**src/rtl/octdac_pkg.sv**
```systemverilog
package octdac_pkg;
  localparam int FRAME_W = 32;

  localparam int GUARD_BIT = 31;
  localparam int CMD_HI    = 27;
  localparam int ADDR_HI   = 23;
  localparam int DATA_HI   = 19;
  localparam int REF_HI    = 19;
  localparam int MODE_LO   = 8;

  typedef enum logic [3:0] {
    OP_STAGE      = 4'b0000,
    OP_STAGE_ALL  = 4'b0010,
    OP_STAGE_ONE  = 4'b0011,
    OP_POWER      = 4'b0100,
    OP_REFERENCE  = 4'b1001
  } op_e;

  typedef enum logic [1:0] {
    PWR_ACTIVE = 2'b00,
    PWR_R1K    = 2'b01,
    PWR_R100K  = 2'b10,
    PWR_OPEN   = 2'b11
  } pwr_e;

  localparam logic [3:0] ADDR_BROADCAST = 4'hF;
  localparam logic [2:0] REFSEL_ON  = 3'b101;
  localparam logic [2:0] REFSEL_OFF = 3'b110;
endpackage

```
**src/rtl/octdac_serial_rx.sv**
```systemverilog
module octdac_serial_rx
  import octdac_pkg::*;
#(
  parameter int SYNC_STAGES = 2
) (
  input  logic               clk,
  input  logic               rst,
  input  logic               sclk,
  input  logic               sync_n,
  input  logic               sdin,
  output logic               word_vld,
  output logic [FRAME_W-1:0] word
);
  localparam int CW = $clog2(FRAME_W + 1);
  localparam logic [CW-1:0] LAST = CW'(FRAME_W - 1);
  localparam logic [CW-1:0] FULL = CW'(FRAME_W);

  logic [SYNC_STAGES:0]   ck_s;
  logic [SYNC_STAGES-1:0] fs_s;
  logic [SYNC_STAGES-1:0] dt_s;
  logic [CW-1:0]          bit_cnt;
  logic [FRAME_W-2:0]     shreg;

  always_ff @(posedge clk) begin
    if (rst) begin
      ck_s <= '1;
      fs_s <= '1;
      dt_s <= '0;
    end else begin
      ck_s <= {ck_s[SYNC_STAGES-1:0], sclk};
      fs_s <= {fs_s[SYNC_STAGES-2:0], sync_n};
      dt_s <= {dt_s[SYNC_STAGES-2:0], sdin};
    end
  end

  logic fall, framing, din;
  assign fall    = ck_s[SYNC_STAGES] & ~ck_s[SYNC_STAGES-1];
  assign framing = ~fs_s[SYNC_STAGES-1];
  assign din     = dt_s[SYNC_STAGES-1];

  always_ff @(posedge clk) begin
    word_vld <= 1'b0;
    if (rst) begin
      bit_cnt <= '0;
      shreg   <= '0;
      word    <= '0;
    end else if (!framing) begin
      bit_cnt <= '0;
    end else if (fall && bit_cnt < FULL) begin
      shreg   <= {shreg[FRAME_W-3:0], din};
      bit_cnt <= bit_cnt + 1'b1;
      if (bit_cnt == LAST) begin
        word_vld <= 1'b1;
        word     <= {shreg, din};
      end
    end
  end

  assert_cnt_bound_R3: assert property (@(posedge clk) disable iff (rst)
    bit_cnt <= FULL) else $error("bit counter past frame length");

  assert_commit_edge_R2: assert property (@(posedge clk) disable iff (rst)
    word_vld |-> $past(bit_cnt) == LAST) else $error("word out before last bit");

  assert_single_pulse_R3: assert property (@(posedge clk) disable iff (rst)
    word_vld |=> !word_vld) else $error("word strobe longer than one cycle");
endmodule

```
**src/rtl/octdac_decode.sv**
```systemverilog
module octdac_decode
  import octdac_pkg::*;
#(
  parameter int NCH = 8,
  parameter int DW  = 16
) (
  input  logic               clk,
  input  logic               rst,
  input  logic               word_vld,
  input  logic [FRAME_W-1:0] word,
  output logic [NCH-1:0]     stage_we,
  output logic [NCH-1:0]     commit,
  output logic [DW-1:0]      value,
  output logic               pwr_we,
  output logic [NCH-1:0]     pwr_mask,
  output logic [1:0]         pwr_sel,
  output logic               ref_we,
  output logic               ref_val
);
  logic       ok;
  logic [3:0] op;
  logic [3:0] addr;
  logic [2:0] refsel;
  logic [NCH-1:0] hit;

  assign ok       = word_vld & ~word[GUARD_BIT];
  assign op       = word[CMD_HI -: 4];
  assign addr     = word[ADDR_HI -: 4];
  assign refsel   = word[REF_HI -: 3];
  assign value    = word[DATA_HI -: DW];
  assign pwr_mask = word[NCH-1:0];
  assign pwr_sel  = word[MODE_LO +: 2];
  assign ref_val  = (refsel == REFSEL_ON);

  always_comb begin
    for (int i = 0; i < NCH; i++) begin
      hit[i] = (addr == ADDR_BROADCAST) || (addr == 4'(i));
    end
  end

  always_comb begin
    stage_we = '0;
    commit   = '0;
    pwr_we   = 1'b0;
    ref_we   = 1'b0;
    if (ok) begin
      case (op)
        OP_STAGE:     stage_we = hit;
        OP_STAGE_ALL: begin stage_we = hit; commit = '1; end
        OP_STAGE_ONE: begin stage_we = hit; commit = hit; end
        OP_POWER:     pwr_we = 1'b1;
        OP_REFERENCE: ref_we = (refsel == REFSEL_ON) || (refsel == REFSEL_OFF);
        default: ;
      endcase
    end
  end

  assert_guard_drop_R4: assert property (@(posedge clk) disable iff (rst)
    (word_vld && word[GUARD_BIT]) |-> (stage_we == '0 && commit == '0 && !pwr_we && !ref_we))
    else $error("guard-bit frame produced an action");

  assert_one_action_R11: assert property (@(posedge clk) disable iff (rst)
    $onehot0({|stage_we, pwr_we, ref_we})) else $error("more than one action class");

  assert_idle_quiet_R2: assert property (@(posedge clk) disable iff (rst)
    !word_vld |-> (commit == '0 && stage_we == '0 && !pwr_we && !ref_we))
    else $error("action without a completed frame");
endmodule

```
**src/rtl/octdac_chan_regs.sv**
```systemverilog
module octdac_chan_regs
  import octdac_pkg::*;
#(
  parameter int NCH = 8,
  parameter int DW  = 16
) (
  input  logic                    clk,
  input  logic                    rst,
  input  logic [NCH-1:0]          stage_we,
  input  logic [NCH-1:0]          commit,
  input  logic [DW-1:0]           value,
  input  logic                    pwr_we,
  input  logic [NCH-1:0]          pwr_mask,
  input  logic [1:0]              pwr_sel,
  input  logic                    ref_we,
  input  logic                    ref_val,
  output logic [NCH-1:0][DW-1:0]  act_q,
  output logic [NCH-1:0][1:0]     pwr_q,
  output logic                    ref_q,
  output logic                    ext_q
);
  logic [NCH-1:0][DW-1:0] stage_q;

  for (genvar g = 0; g < NCH; g++) begin : g_ch
    always_ff @(posedge clk) begin
      if (rst) stage_q[g] <= '0;
      else if (stage_we[g]) stage_q[g] <= value;
    end

    always_ff @(posedge clk) begin
      if (rst) act_q[g] <= '0;
      else if (commit[g]) act_q[g] <= stage_we[g] ? value : stage_q[g];
    end

    always_ff @(posedge clk) begin
      if (rst) pwr_q[g] <= PWR_ACTIVE;
      else if (pwr_we && pwr_mask[g]) pwr_q[g] <= pwr_sel;
    end

    assert_hold_act_R6: assert property (@(posedge clk) disable iff (rst)
      !commit[g] |=> $stable(act_q[g])) else $error("active code moved without commit");

    assert_commit_copy_R7: assert property (@(posedge clk) disable iff (rst)
      (commit[g] && !stage_we[g]) |=> act_q[g] == stage_q[g])
      else $error("commit did not copy staged value");

    assert_mask_hold_R9: assert property (@(posedge clk) disable iff (rst)
      (pwr_we && !pwr_mask[g]) |=> $stable(pwr_q[g])) else $error("unmasked channel changed mode");
  end

  always_ff @(posedge clk) begin
    if (rst) begin
      ref_q <= 1'b1;
      ext_q <= 1'b0;
    end else if (ref_we) begin
      ref_q <= ref_val;
      ext_q <= ~ref_val;
    end
  end

  assert_ref_hold_R10: assert property (@(posedge clk) disable iff (rst)
    !ref_we |=> $stable(ref_q)) else $error("reference changed without command");

  assert_ext_flag_R10: assert property (@(posedge clk) disable iff (rst)
    ext_q != ref_q) else $error("external flag inconsistent with reference");
endmodule

```
**src/rtl/octdac_cmd_top.sv**
```systemverilog
module octdac_cmd_top
  import octdac_pkg::*;
#(
  parameter int NCH         = 8,
  parameter int DW          = 16,
  parameter int SYNC_STAGES = 2
) (
  input  logic              clk,
  input  logic              rst,
  input  logic              sclk,
  input  logic              sync_n,
  input  logic              sdin,
  output logic [NCH*DW-1:0] dac_code,
  output logic [2*NCH-1:0]  pd_mode,
  output logic              ref_on,
  output logic              ext_ref
);
  logic               word_vld;
  logic [FRAME_W-1:0] word;
  logic [NCH-1:0]     stage_we, commit, pwr_mask;
  logic [DW-1:0]      value;
  logic               pwr_we, ref_we, ref_val;
  logic [1:0]         pwr_sel;
  logic [NCH-1:0][DW-1:0] act_q;
  logic [NCH-1:0][1:0]    pwr_q;

  octdac_serial_rx #(.SYNC_STAGES(SYNC_STAGES)) u_rx (
    .clk(clk), .rst(rst), .sclk(sclk), .sync_n(sync_n), .sdin(sdin),
    .word_vld(word_vld), .word(word)
  );

  octdac_decode #(.NCH(NCH), .DW(DW)) u_dec (
    .clk(clk), .rst(rst), .word_vld(word_vld), .word(word),
    .stage_we(stage_we), .commit(commit), .value(value),
    .pwr_we(pwr_we), .pwr_mask(pwr_mask), .pwr_sel(pwr_sel),
    .ref_we(ref_we), .ref_val(ref_val)
  );

  octdac_chan_regs #(.NCH(NCH), .DW(DW)) u_regs (
    .clk(clk), .rst(rst), .stage_we(stage_we), .commit(commit), .value(value),
    .pwr_we(pwr_we), .pwr_mask(pwr_mask), .pwr_sel(pwr_sel),
    .ref_we(ref_we), .ref_val(ref_val),
    .act_q(act_q), .pwr_q(pwr_q), .ref_q(ref_on), .ext_q(ext_ref)
  );

  assign dac_code = act_q;
  assign pd_mode  = pwr_q;
endmodule

```
**config.mk**
```make
export PLATFORM = sky130hd
export DESIGN_NAME = octdac_cmd_top
export DESIGN_NICKNAME = d
export VERILOG_FILES = /design/src/rtl/octdac_pkg.sv /design/src/rtl/octdac_serial_rx.sv /design/src/rtl/octdac_decode.sv /design/src/rtl/octdac_chan_regs.sv /design/src/rtl/octdac_cmd_top.sv
export SDC_FILE = /design/constraint.sdc
export NUM_CORES = 1
export LEC_CHECK = 0
export ABC_AREA = 1
export BUFFER_PORTS_ARGS = -buffer_cell sky130_fd_sc_hd__buf_2
export CORE_MARGIN = 1.5
export CORE_UTILIZATION = 58
export CTS_CLUSTER_SIZE = 10
export DETAILED_ROUTE_END_ITERATION = 7
export GPL_ROUTABILITY_DRIVEN = 0
export PLACE_DENSITY = 0.89
export SLEW_MARGIN = 25
export SYNTH_ARGS = -nofsm -noshare
export SYNTH_HDL_FRONTEND = slang
export SYNTH_SLANG_ARGS = --single-unit
export TNS_END_PERCENT = 30
```
**constraint.sdc**
```tcl
create_clock -name clk -period 2.13 [get_ports clk]
set_clock_uncertainty 0.15 [all_clocks]
set_input_delay 0.213 -clock clk [delete_from_list [all_inputs] [get_ports clk]]
set_output_delay 0.213 -clock clk [all_outputs]
set_load 0.02 [all_outputs]
```
======== Word level (Yosys, flattened, before mapping) ========
Cells that the tools add are included.
storage, ports and cells
  input bits .............................. 5
  register bits after elaboration ......... 351
  logic and storage cells ................. 99
cells by class
  bitwise logic cells ..................... 7
  multiplexer cells ....................... 17
  $add $sub $neg .......................... 1
  equality and inequality tests ........... 15
  reduce and logical (&&, ||, !) cells .... 25
  $lt $le $gt $ge ......................... 1
operators with widths
  cell                 number
  $mux 16              8
  $mux 8               3
  $eq 4x3->1 const B   5
  $eq 4x2->1 const B   4
  $pmux 8 s2           1
  $logic_and 1x1->1    9
  $logic_or 1x1->1     9
  $eq 4x4->1 const B   2
  $logic_not 4->1      2
  $add 6x1->6 const B  1
  $eq 3x3->1 const B   2
  $eq 6x5->1 const B   1
  $lt 6x6->1 const B   1
  $reduce_or 3->1      2
  $mux 1               5
  $not 1->1            5
  $eq 4x1->1 const B   1
  $reduce_and 3->1     1
  $and 1x1->1          2
  $reduce_and 2->1     1
  $reduce_or 2->1      1

======== Longest topological paths before layout ========
  depth after elaboration ................. 5
  gate-level depth with buffers ........... 11

======== By module ========
A second synthesis with hierarchy kept.
unflattened totals
  cells, all modules ...................... 1905
  area, all modules ....................... 14020.9 µm²
modules (own cells, without submodules)
  module            times used  area an instance (µm²)  cells each
  octdac_chan_regs  1           10587.7                 1468
  octdac_serial_rx  1           2885.3                  340
  octdac_decode     1           548.0                   97

======== Worst setup path after synthesis ========
Ideal clock, no wire load.
  path type ............................... reg2reg
  start ................................... reg u_rx.bit_cnt[0]
  end ..................................... reg u_rx.word[0]
  required time ........................... 1852 ps
  data arrival time ....................... 1383 ps
  cell stages (with the launch flop) ...... 8
  library setup time ...................... 128 ps
  clock period less this slack ............ 1661 ps
  path slack .............................. 469 ps
  cell sequence ........................... dfxtp_1 > ha_1 > nand3_1 > nor2_1 > nand2_1 > clkbuf_1 > clkbuf_1 > a21oi_1
between the ends
  longest elaborated chain between the ends .. 3
RTL lines
  what                          line                    text
  start: declaration            octdac_serial_rx.sv:21  logic [CW-1:0] bit_cnt;
  start signal: assignment      octdac_serial_rx.sv:51  bit_cnt <= bit_cnt + 1'b1;
  $lt 6x6->1                    octdac_serial_rx.sv:49  end else if (fall && bit_cnt < FULL) begin
  $logic_and 1x1->1             octdac_serial_rx.sv:49
  $reduce_and 3->1 (no line) *  n/a
  end signal: assignment        octdac_serial_rx.sv:54  word <= {shreg, din};
  end: declaration              octdac_serial_rx.sv:12  output logic [FRAME_W-1:0] word
Every way passes the cells marked *; elsewhere a longest branch is shown, timed or not.
A chain may end at the register's enable or synchronous reset.

======== Final worst setup path ========
  start ................................... reg u_rx.word_vld
  end ..................................... reg u_regs.act_q[96] (netlist name)
between the ends
  longest elaborated chain between the ends .. 3
RTL lines
  what                            line                    text
  start: declaration              octdac_serial_rx.sv:11  output logic word_vld,
  start signal: assignment        octdac_serial_rx.sv:42  word_vld <= 1'b0;
  start signal: assignment        octdac_serial_rx.sv:53  word_vld <= 1'b1;
  $and 1x1->1 *                   octdac_decode.sv:26     assign ok = word_vld & ~word[GUARD_BIT];
  $mux 8                          octdac_decode.sv:46     if (ok) begin
  $mux 16                         octdac_chan_regs.sv:32  else if (commit[g]) act_q[g] <= stage_we[g] ? value : stage_q[g];
  end signal: indexed assignment  octdac_chan_regs.sv:32
  end: declaration                octdac_chan_regs.sv:17  output logic [NCH-1:0][DW-1:0] act_q,
Marks and branches as above.

==> impl_metrics.tcl <==
set metrics [dict create \
    rsz0062_at_grt "no" \
    synth-simple-area-share_pct 31.32 \
    final_cell_mix "nand2_1, dfxtp_1, nor2_1, inv_1, nand3_1" \
    wl_mm 35.03 \
    status "finished, final reports clean" \
    final_common_cell "nand2_1" \
    crit_path_top_delay_cell "dfxtp_1" \
    final.setup.tns_ns 0 \
    design_area_um2 15950 \
    core_area_um2 23330 \
    grt_max_degree 97 \
    arrival_ns 2.31 \
    post_cts_buffers 0 \
    ir_worst_vdd_mv 0.5051 \
    synth_top_family_by_area "simple AND/OR/NAND/NOR gates" \
    hold_viol 0 \
    period_share_pct 94.14 \
    max-cap-violations 0 \
    hold_class "reg2reg" \
    syn_nets 1977 \
    fin_ws_ns 0.1248 \
    area_delta_synth_final_pct 16.14 \
    avgViaCountPerCell 5.272 \
    crit_chain "inv_1, nor2_2, nand2_1, nor2_4, buf_12, buf_4, nand3_1, nand2_1, nor2_1, nor2_1" \
    cts.sinks 348 \
    synthMuxAreaShare_pct 0 \
    ys_seq_area_share_pct 50.72 \
    slew_headroom_pct 41.65 \
    clk_latency_ns 0.53 \
    die_w_um 156.9 \
    drc_errors 0 \
    root_buffer "clkbuf_16" \
    drtIter0Drc 1115 \
    cp_max_fo 23 \
    finalSetupViolations 0 \
    port_buffers 150 \
    tightest_slew_ns 0.8753 \
    cp-start-kind "flip-flop" \
    finalMaxSlewViolations 0 \
    start_util_pct 58.86 \
    post_drt_wl_per_cell_um 14.44 \
    antenna_left 0 \
    grt_pass1_vias 11920 \
    cpPeakStageDelay_ns 0.31 \
    whs_ns 0.2565 \
    core.rowCount 56 \
    grt_pass1_wl_mm 56.56 \
    syn-cell-area_um2 13730 \
    synth_edf_count 0 \
    cts.path.max_buffers 3 \
    synth_xor_area_share_pct 0 \
    synth-seq-cells 348 \
    worstSetupPathType "reg2reg" \
    synth_compound_area_share_pct 8.144 \
    overflow 0 \
    synthArstFlopShare_pct 0 \
    via_count 12790 \
    critPathRequiredTime_ns 2.43 \
    fin_crit_ns 2.005 \
    cp_num_buf_inv 3 \
    leakagePower_nw 8.056 \
    grtUsageTotal_pct 28.40 \
    io_pins 151 \
    dr.pass1.iters 5 \
    yosysWarnings 0 \
    powerDensity_nw_per_um2 789.6 \
    fin_nets 2110 \
    crit_path_end_kind "flip-flop" \
    drive_above_1_share_pct 12.72 \
    yosys.area_share.adder_pct 0.09110 \
    dp_slack_ns 0.1698 \
    path_clk_slew_ns 0.05 \
    die-area_um2 24610 \
    ys.flop_type "dfxtp_1" \
    antenna_cells 0 \
    synth_cells 1971 \
    final_util_pct 68.37 \
    synth_cell_types 25 \
    dpl_cell_area_um2 14830 \
    fmax_mhz 498.7 \
    syn-mean-instance-area_um2 6.968 \
    dp_hpwl_mm 21.63 \
    die_h_um 156.9 \
    antenna_found_initial 0 \
    cts_tree "done" \
    htree_levels 2 \
    path_delay_family "simple AND/OR/NAND/NOR gates" \
    numCtsBuffers 40 \
]
## synthesized netlist by cell type (2+ instances only)
cell type	n	area, um^2
inv_1	217	814.5
or2_2	5	31.28
nor3_1	18	90.09
o21ai_0	60	300.3
buf_2	43	215.2
a21oi_1	162	810.8
nand2_1	554	2079
nand3_1	174	870.8
nand2_2	8	50.05
nor2_2	5	31.28
buf_4	5	37.54
buf_1	4	15.01
clkbuf_1	61	229.0
and3_1	2	12.51
dfxtp_1	348	6967
nor2_1	296	1111
## report_power, final
part	internal [mW]	switching, mW	leakage, nW	total, mW
logic	0.0326	0.120	4.73	0.153
clock network	3.47	2.44	0.527	5.91
registers	6.53	0.00765	2.80	6.53
total	10.0	2.57	8.06	12.6
## sequential cells by signal, summed over array words and instances (netlist names), 3 cells and up
register        cells
u_regs.stage_q    128
u_rx.word          29
u_rx.ck_s           3
u_rx.shreg         31
u_rx.bit_cnt        6
u_regs.pwr_q       16
u_regs.act_q      128
## logic make-up after synthesis
kind of cell / count (synthesis)
compound gates: 223
fa+ha+maj: 1
buf+inv: 334
flops: 348
simple gates: 1065
## final cells by class
type / instances / area (um^2)
Clock buffer: 44 / 1059
Clock inverter: 1 / 16.27
Fill cell: 1791 / 7381
Inverter: 219 / 824.5
Multi-Input combinational cell: 1289 / 5440
Sequential cell: 348 / 6967
Tap cell: 319 / 399.1
Timing Repair Buffer: 206 / 1246
## path summary, 6_finish.rpt
kind	slack, ns	cells past startpoint	to	from
worst min-delay path	0.26	2	u_rx.dt_s[1]$_SDFF_PP0_	u_rx.dt_s[0]$_SDFF_PP0_
worst min register to register	0.26	2	u_rx.dt_s[1]$_SDFF_PP0_	u_rx.dt_s[0]$_SDFF_PP0_
worst max register to register	0.12	10	u_regs.act_q[96]$_SDFFE_PP0P_	u_rx.word_vld$_SDFF_PP0_
worst max-delay path	0.12	10	u_regs.act_q[96]$_SDFFE_PP0P_	u_rx.word_vld$_SDFF_PP0_
## layer usage
metal	vias up	wire length [um]	GRT usage, %
li1	6336	-	-
met1	5748	14260	35.71
met2	573	16320	47.16
met3	133	2946	5.511
met4	0	1512	12.93
met5	-	0	0
## worst min-delay path: cells and delay by family (launching register included)
family | cells | cell delay [ns]
AND/OR/NAND/NOR | 1 | 0.03
flip-flops | 1 | 0.30
buffers and inverters | 1 | 0.04
## metrics by stage
stage               instances  total power [mW]
finish                   2426             12.60
detailed placement       2377             6.817
floorplan                1971             6.776
global route             2426             12.89
CTS                      2426             12.64
global placement         2377             6.815
## timing repair
item / 4_1_cts / 5_1_grt
hold endpoints to repair: 4 / 0
endpoints found under the setup margin: 0 / 24
gates resized for setup: 0 / 3
hold buffers: 4 / 0
(Power assumes the default switching activity.)
